### src/rtl/uic_pkg.sv
package uic_pkg;

  localparam int NUM_SRC = 4;

  typedef enum logic [1:0] {
    SRC_LINE = 2'd0,
    SRC_XOFF = 2'd1,
    SRC_XON  = 2'd2,
    SRC_SPEC = 2'd3
  } src_e;

  // Line-error trigger: the active observation point depends on the timing mode.
  function automatic logic line_err_event(input logic early,
                                          input logic push, input logic push_bad,
                                          input logic load, input logic load_bad);
    return early ? (push & push_bad) : (load & load_bad);
  endfunction

  // Clear for a mode-dependent source: a status read always clears it;
  // the alternate traffic-based clear is allowed only when not read-only.
  function automatic logic mode_clear(input logic read_only,
                                      input logic rd, input logic alt);
    return rd | (~read_only & alt);
  endfunction

endpackage

### src/rtl/uic_event_sel.sv
module uic_event_sel
  import uic_pkg::*;
#(
  parameter int ERR_W = 3
) (
  input  logic               cfg_err_early,
  input  logic               cfg_read_clear_only,
  input  logic               rx_push,
  input  logic [ERR_W-1:0]   rx_push_err,
  input  logic               rhr_load,
  input  logic [ERR_W-1:0]   rhr_err,
  input  logic               xoff_det,
  input  logic               xon_det,
  input  logic               spec_det,
  input  logic               isr_rd,
  output logic [NUM_SRC-1:0] set_vec,
  output logic [NUM_SRC-1:0] clr_vec
);

  logic push_bad;
  logic load_bad;

  assign push_bad = |rx_push_err;
  assign load_bad = |rhr_err;

  always_comb begin
    set_vec = '0;
    clr_vec = '0;
    set_vec[int'(SRC_LINE)] = line_err_event(cfg_err_early, rx_push, push_bad,
                                             rhr_load, load_bad);
    set_vec[int'(SRC_XOFF)] = xoff_det;
    set_vec[int'(SRC_XON)]  = xon_det;
    set_vec[int'(SRC_SPEC)] = spec_det;
    clr_vec[int'(SRC_LINE)] = isr_rd;
    clr_vec[int'(SRC_XON)]  = isr_rd;
    clr_vec[int'(SRC_XOFF)] = mode_clear(cfg_read_clear_only, isr_rd, xon_det);
    clr_vec[int'(SRC_SPEC)] = mode_clear(cfg_read_clear_only, isr_rd, rx_push);
  end

endmodule

### src/rtl/uic_pend_bit.sv
module uic_pend_bit (
  input  logic clk,
  input  logic rst_n,
  input  logic set_i,
  input  logic clr_i,
  output logic q_o
);

  always_ff @(posedge clk or negedge rst_n) begin
    if (!rst_n)      q_o <= 1'b0;
    else if (set_i)  q_o <= 1'b1;
    else if (clr_i)  q_o <= 1'b0;
  end

  // a set in the same cycle as a clear leaves the bit set
  p_set_wins_r8: assert property (@(posedge clk) disable iff (!rst_n)
    set_i |=> q_o);

  // a clear without a set drops the bit on the sampling edge
  p_clear_edge_r9: assert property (@(posedge clk) disable iff (!rst_n)
    (clr_i && !set_i) |=> !q_o);

  // with neither a set nor a clear, the bit keeps its value
  p_hold_r9: assert property (@(posedge clk) disable iff (!rst_n)
    (!set_i && !clr_i) |=> $stable(q_o));

endmodule

### src/rtl/uart_fc_int_pend.sv
module uart_fc_int_pend
  import uic_pkg::*;
#(
  parameter int ERR_W = 3
) (
  input  logic             clk,
  input  logic             rst_n,
  input  logic             cfg_err_early,
  input  logic             cfg_read_clear_only,
  input  logic             rx_push,
  input  logic [ERR_W-1:0] rx_push_err,
  input  logic             rhr_load,
  input  logic [ERR_W-1:0] rhr_err,
  input  logic             xoff_det,
  input  logic             xon_det,
  input  logic             spec_det,
  input  logic             isr_rd,
  output logic             line_err_pend,
  output logic             xoff_pend,
  output logic             xon_pend,
  output logic             spec_pend
);

  logic [NUM_SRC-1:0] set_vec;
  logic [NUM_SRC-1:0] clr_vec;
  logic [NUM_SRC-1:0] pend;

  // Named events, visible to the assertions below
  logic push_err_seen;
  logic rhr_err_seen;
  assign push_err_seen = rx_push && (rx_push_err != '0);
  assign rhr_err_seen  = rhr_load && (rhr_err != '0);

  uic_event_sel #(.ERR_W(ERR_W)) u_sel (
    .cfg_err_early       (cfg_err_early),
    .cfg_read_clear_only (cfg_read_clear_only),
    .rx_push             (rx_push),
    .rx_push_err         (rx_push_err),
    .rhr_load            (rhr_load),
    .rhr_err             (rhr_err),
    .xoff_det            (xoff_det),
    .xon_det             (xon_det),
    .spec_det            (spec_det),
    .isr_rd              (isr_rd),
    .set_vec             (set_vec),
    .clr_vec             (clr_vec)
  );

  for (genvar g = 0; g < NUM_SRC; g++) begin : g_pend
    uic_pend_bit u_bit (
      .clk   (clk),
      .rst_n (rst_n),
      .set_i (set_vec[g]),
      .clr_i (clr_vec[g]),
      .q_o   (pend[g])
    );
  end

  assign line_err_pend = pend[int'(SRC_LINE)];
  assign xoff_pend     = pend[int'(SRC_XOFF)];
  assign xon_pend      = pend[int'(SRC_XON)];
  assign spec_pend     = pend[int'(SRC_SPEC)];

  // in late mode, only a holding-register arrival with errors can raise the line flag
  p_late_only_rhr_r2: assert property (@(posedge clk) disable iff (!rst_n)
    (!cfg_err_early && !line_err_pend && !rhr_err_seen) |=> !line_err_pend);

  // in early mode, only a FIFO push with errors can raise the line flag
  p_early_only_push_r3: assert property (@(posedge clk) disable iff (!rst_n)
    (cfg_err_early && !line_err_pend && !push_err_seen) |=> !line_err_pend);

  // Xon pending survives everything except a status read
  p_xon_read_only_r4: assert property (@(posedge clk) disable iff (!rst_n)
    (xon_pend && !isr_rd) |=> xon_pend);

  // an Xon character withdraws Xoff in clear mode 0
  p_xoff_by_xon_r5: assert property (@(posedge clk) disable iff (!rst_n)
    (!cfg_read_clear_only && xon_det && !xoff_det) |=> !xoff_pend);

  // the next character withdraws the special-character flag in clear mode 0
  p_spec_by_char_r6: assert property (@(posedge clk) disable iff (!rst_n)
    (!cfg_read_clear_only && rx_push && !spec_det) |=> !spec_pend);

  // in clear mode 1, only a status read removes Xoff or special
  p_xoff_hold_r7: assert property (@(posedge clk) disable iff (!rst_n)
    (cfg_read_clear_only && xoff_pend && !isr_rd) |=> xoff_pend);
  p_spec_hold_r7: assert property (@(posedge clk) disable iff (!rst_n)
    (cfg_read_clear_only && spec_pend && !isr_rd) |=> spec_pend);

  // a status read with no new line error clears the line flag
  p_line_read_r10: assert property (@(posedge clk) disable iff (!rst_n)
    (isr_rd && !push_err_seen && !rhr_err_seen) |=> !line_err_pend);

endmodule

### config.mk
export PLATFORM = sky130hd
export DESIGN_NAME = uart_fc_int_pend
export DESIGN_NICKNAME = d
export VERILOG_FILES = /design/src/rtl/uic_pkg.sv /design/src/rtl/uic_event_sel.sv /design/src/rtl/uic_pend_bit.sv /design/src/rtl/uart_fc_int_pend.sv
export SDC_FILE = /design/constraint.sdc
export NUM_CORES = 1
export LEC_CHECK = 0
export BUFFER_PORTS_ARGS = -buffer_cell sky130_fd_sc_hd__buf_2
export CAP_MARGIN = 20
export CORE_AREA = 3 3 40 42
export CTS_BUF_LIST = sky130_fd_sc_hd__clkbuf_8 sky130_fd_sc_hd__clkbuf_16
export DETAILED_ROUTE_END_ITERATION = 6
export DIE_AREA = 0 0 43 45
export PLACE_DENSITY = 0.35
export SYNTH_ARGS = -nofsm -noshare
export SYNTH_HDL_FRONTEND = slang
export SYNTH_SLANG_ARGS = --single-unit
export TNS_END_PERCENT = 10
### constraint.sdc
create_clock -name clk -period 1.4 [get_ports clk]
set_input_delay 0.07 -clock clk [delete_from_list [all_inputs] [get_ports clk]]
set_output_delay 0.07 -clock clk [all_outputs]
set_load 0.01 [all_outputs]
==> impl_metrics.toml, run 1 <==
[cells_and_area]
drive_above_1_share_pct = 63.2
area_growth_pct = 95.0
top_regs = "g_pend.u_bit.q_o (4)"
largest_reg_flops = 4
diodes = 0
layoutNonFillerInstCount = 53
largest-register = "g_pend.u_bit.q_o"
nFillCells = 155
final_nets = 56

[global_route]
antenna_found_initial = 0
grt_usage_pct = 7.77
grt_pass1_vias = 250
grt_start_max_net_pins = 5
grt_pass1_wl_microns = 979
overflow = 0

[worst_setup_path]
worst_path_max_delay_cell = "dfrtp_1"
crit_arrival_ns = 0.73
cp_slowest_stage_delay_ns = 0.37
crit_fanout = 2
startpoint_type = "flop"
crit_chain = "buf_2"
crit_buf_inv = 1
path_delay_family = "flip-flops"
worstPathRequired_ns = 1.33
end_kind = "output port"
critical_path_class = "flop to output port"

[timing]
timing.hold.ws_ns = 0.0399
rsz0062_at_grt = "no"
min_period_ns = 0.797
tightestPinTransition_ns = 0.234
setup_viol = 0
max_slew_margin_pct = 84.2
finalSetupTns_ns = 0
post-route-period-util_pct = 56.9
fin_ws_ns = 0.603
slew_viol_final = 0
finalHoldViolCount = 0
skew_ns = 0
max_clock_freq_ghz = 1.26

[pwr]
p_per_area_mw_per_mm2 = 1290
leakage_nw = 0.176
vdd_ir_drop_max_mv = 0.491
fin_total_pwr_mw = 0.436

[logic_synthesis]
yosysMostFrequentCell = "dfrtp_1"
syn_area_sq_um = 174
yosysSeqAreaShare_pct = 57.6
synth_flop_cell = "dfrtp_1"
synth_edf_count = 0
ys_types = 7
ys_warn_count = 0
synth_top_area_share_pct = 57.6
synth_top_area_cell = "dfrtp_1"
syn-num-nets = 31
ys_ff_latch = 4
avgSynthCellArea_sq_um = 11.6
syn_inst = 15
synth_area_leaders = "dfrtp_1 58%, nand2b_1 11%, a31o_2 10%"
synth_commonest_cells = "4 x dfrtp_1, 3 x nand2b_1, 2 x a31o_2, 2 x inv_1, 2 x o311ai_1"
synth-async-reset-ratio_pct = 100

[place]
post-dp-hpwl_microns = 471
gp_congestion = 0.686
dpl.cell_count = 49
dp_slack_ns = 0.681
io_buffers = 19

[clock_tree]
cts_setup_buffers = 0
ctsHoldBuffers = 1
ctsResizeCount = 0
clk_latency_ns = 0.22
cts_buffers = 3
cts.clk_slew.worst_paths_ns = 0.04
cts_tree = "done"
root_buffer = "clkbuf_8"
ctsHtreeMaxLevel = 1
cts_num_sinks = 4
cts_buffer_depth = 2

[floorplan]
ios = 20
dieHeight_microns = 45
initial_utilization_pct = 13.5
die_area_sq_mm = 0.00194
rows = 13
core-area_sq_mm = 0.00128
fp.dieW_microns = 43

[routing]
post_drt_wl_per_cell_microns = 10.4
routed_wl_microns = 550
antenna_left = 0
vias_per_cell = 3.96
first_pass_iters = 1
dr_total_vias = 210
drc = 0
drt_iter0_markers = 0

[worst_hold_path]
hold_class = "input pin to flop"

[status]
status = "finished clean"

[job]
drv_cap = 0
layout by cell type (no fill, tap or decap), drive strengths merged:
master,n
nor3,1
buf,19
o311ai,2
a21o,1
dlygate4sd3,1
inv,2
dfrtp,4
a31o,2
clkbuf,3
nand2b,3
power breakdown:
group          switching [mW]  total [mW]  internal, mW
clock network          0.0652       0.249         0.184
logic                  0.0237      0.0566        0.0329
registers             0.00447       0.130         0.126
total                  0.0933       0.436         0.343
worst paths after layout:
path | depth (start not counted) | slack, ns | endpoint | start
max in group asynchronous | 2 | 1.09 | g_pend[2].u_bit.q_o | rst_n
min in group asynchronous | 2 | 0.19 | g_pend[1].u_bit.q_o | rst_n
setup reg to reg | 1 | 0.69 | g_pend[1].u_bit.q_o | g_pend[1].u_bit.q_o
hold / removal | 2 | 0.04 | g_pend[3].u_bit.q_o | spec_det
setup / recovery | 1 | 0.60 | xoff_pend | g_pend[1].u_bit.q_o
hold reg to reg | 1 | 0.47 | g_pend[2].u_bit.q_o | g_pend[2].u_bit.q_o
layout make-up:
cell class / instances / area, sq um / area share [%]
Clock buffer: 3 / 41.3 / 12.2
Inverter: 2 / 7.51 / 2.21
Multi-Input combinational cell: 9 / 66.3 / 19.6
Sequential cell: 4 / 100 / 29.5
Tap cell: 15 / 18.8 / 5.54
Timing Repair Buffer: 20 / 105 / 31.0
metal layers:
metal,vias to the layer above,GRT usage (%),part of all wire (%)
met5,-,0,0
met4,0,5.42,1.5
met3,2,7.57,24
met2,24,8.98,32
met1,82,8.52,42
li1,102,-,-
cell families after synthesis:
| family | after synthesis | synth area share [%] |
|---|---|---|
| DFF | 4 | 57.6 |
| AOI/OAI and AO/OA | 5 | 24.5 |
| and+or+nand+nor | 4 | 13.7 |
| buffers and inverters | 2 | 4.32 |
metrics by stage:
| step | utilization (%) | instance area, sq um |
|---|---|---|
| 2_1_floorplan | - | 174 |
| 3_3_place_gp | 22.4 | 288 |
| 3_5_place_dp | 22.4 | 288 |
| 4_1_cts | 26.4 | 339 |
| 5_1_grt | 26.4 | 339 |
| 6_report | 26.4 | 339 |
No activity file was read; power rests on OpenSTA's default activity.
==> run 2, diff against run 1 <==
clock period = 0.8 ns   (was 1.4 ns; I/O delays follow)
==> impl_metrics.toml, run 2 (synthesis results as in run 1) <==
[worst_setup_path]
crit_fanout = 2
startpoint_type = "flop"
cp_slowest_stage_delay_ns = 0.37
crit_buf_inv = 1
crit_chain = "buf_2"
ff2ff_setup_slack_ns = 0.08
critical_path_class = "flop to output port"
crit_arrival_ns = 0.72
end_kind = "output port"
worstPathRequired_ns = 0.76
worst_path_max_delay_cell = "dfrtp_1"
path_delay_family = "flip-flops"

[timing]
max_slew_margin_pct = 84.1
min_period_ns = 0.763
slew_viol_final = 0
finalHoldViolCount = 0
finalSetupTns_ns = 0
tightestPinTransition_ns = 0.234
setup_viol = 0
max_clock_freq_ghz = 1.31
fin_ws_ns = 0.0369
skew_ns = 0
rsz0062_at_grt = "no"
post-route-period-util_pct = 95.4

[pwr]
p_per_area_mw_per_mm2 = 2180
leakage_nw = 0.176
vdd_ir_drop_max_mv = 0.620
fin_total_pwr_mw = 0.740

[place]
dp_slack_ns = 0.0824
gp_congestion = 0.679
io_buffers = 19
dpl.cell_count = 49

[routing]
vias_per_cell = 3.89
post_drt_wl_per_cell_microns = 10.2
wl_met3_microns = 108
drt_iter0_markers = 2
drc = 0
antenna_left = 0
routed_wl_microns = 542
wl_met2_microns = 212
highest_layer = "met3"
wl_met1_microns = 221
first_pass_iters = 2
dr_total_vias = 206

[clock_tree]
cts_num_sinks = 4
clk_latency_ns = 0.21
cts.clk_slew.worst_paths_ns = 0.03
ctsHoldBuffers = 1
cts_tree = "done"
root_buffer = "clkbuf_8"
cts_buffers = 3
ctsResizeCount = 0
cts_setup_buffers = 0
ctsHtreeMaxLevel = 1
cts_buffer_depth = 2

[cells_and_area]
area_growth_pct = 95.0
top_regs = "g_pend.u_bit.q_o (4)"
largest-register = "g_pend.u_bit.q_o"
fin_util_pct = 26.4
largest_reg_flops = 4
drive_above_1_share_pct = 63.2
diodes = 0
layoutNonFillerInstCount = 53
final_common_cell = "buf_2"
final_nets = 56
mostFrequentLayoutCells = "19 x buf_2, 4 x dfrtp_1, 3 x nand2b_1, 3 x clkbuf_8"

[floorplan]
fp.dieW_microns = 43
ios = 20
rows = 13
die_area_sq_mm = 0.00194
initial_utilization_pct = 13.5
core-area_sq_mm = 0.00128
dieHeight_microns = 45

[status]
status = "finished clean"

[global_route]
grt_start_max_net_pins = 5
grt_pass1_wl_microns = 876
antenna_found_initial = 0
grt_pass1_vias = 225
grt_usage_pct = 6.77
overflow = 0

[worst_hold_path]
hold_class = "input pin to flop"

[job]
drv_cap = 0
==> run 2: where the power goes <==
part / switching, mW / internal [mW]
logic: 0.0410 / 0.0576
registers: 0.00871 / 0.220
clock network: 0.0924 / 0.320
==> run 2: routing by layer <==
metal | global-route usage [%] | vias to the layer above
met2 | 8.08 | 20
met5 | 0 | -
met4 | 7.23 | 0
met1 | 7.30 | 85
met3 | 4.78 | 0
li1 | - | 101
==> run 2: metrics by stage <==
| stage | area (sq um) | hold slack [ns] |
|---|---|---|
| 5_1_grt | 339 | 0.0275 |
| 6_report | 339 | 0.0272 |
| 3_3_place_gp | 288 | -0.149 |
| 4_1_cts | 339 | 0.0229 |
| 3_5_place_dp | 288 | -0.150 |
| 2_1_floorplan | 174 | -0.256 |
==> run 2: final cells by class <==
cell class	instances	area (sq um)
sequential	4	100
timing repair buffer	20	105
clock buffer	3	41.3
fill	142	946
multi-input combinational	9	66.3
tap	15	18.8
inverter	2	7.51
==> run 2: path summary, 6_finish.rpt <==
| kind | start | to | depth (start not counted) |
|---|---|---|---|
| hold / removal | spec_det | g_pend[3].u_bit.q_o | 2 |
| min in group asynchronous | rst_n | g_pend[2].u_bit.q_o | 2 |
| setup / recovery | g_pend[1].u_bit.q_o | xoff_pend | 1 |
| max in group asynchronous | rst_n | g_pend[3].u_bit.q_o | 2 |
| setup reg to reg | g_pend[1].u_bit.q_o | g_pend[1].u_bit.q_o | 1 |
| hold reg to reg | g_pend[2].u_bit.q_o | g_pend[2].u_bit.q_o | 1 |
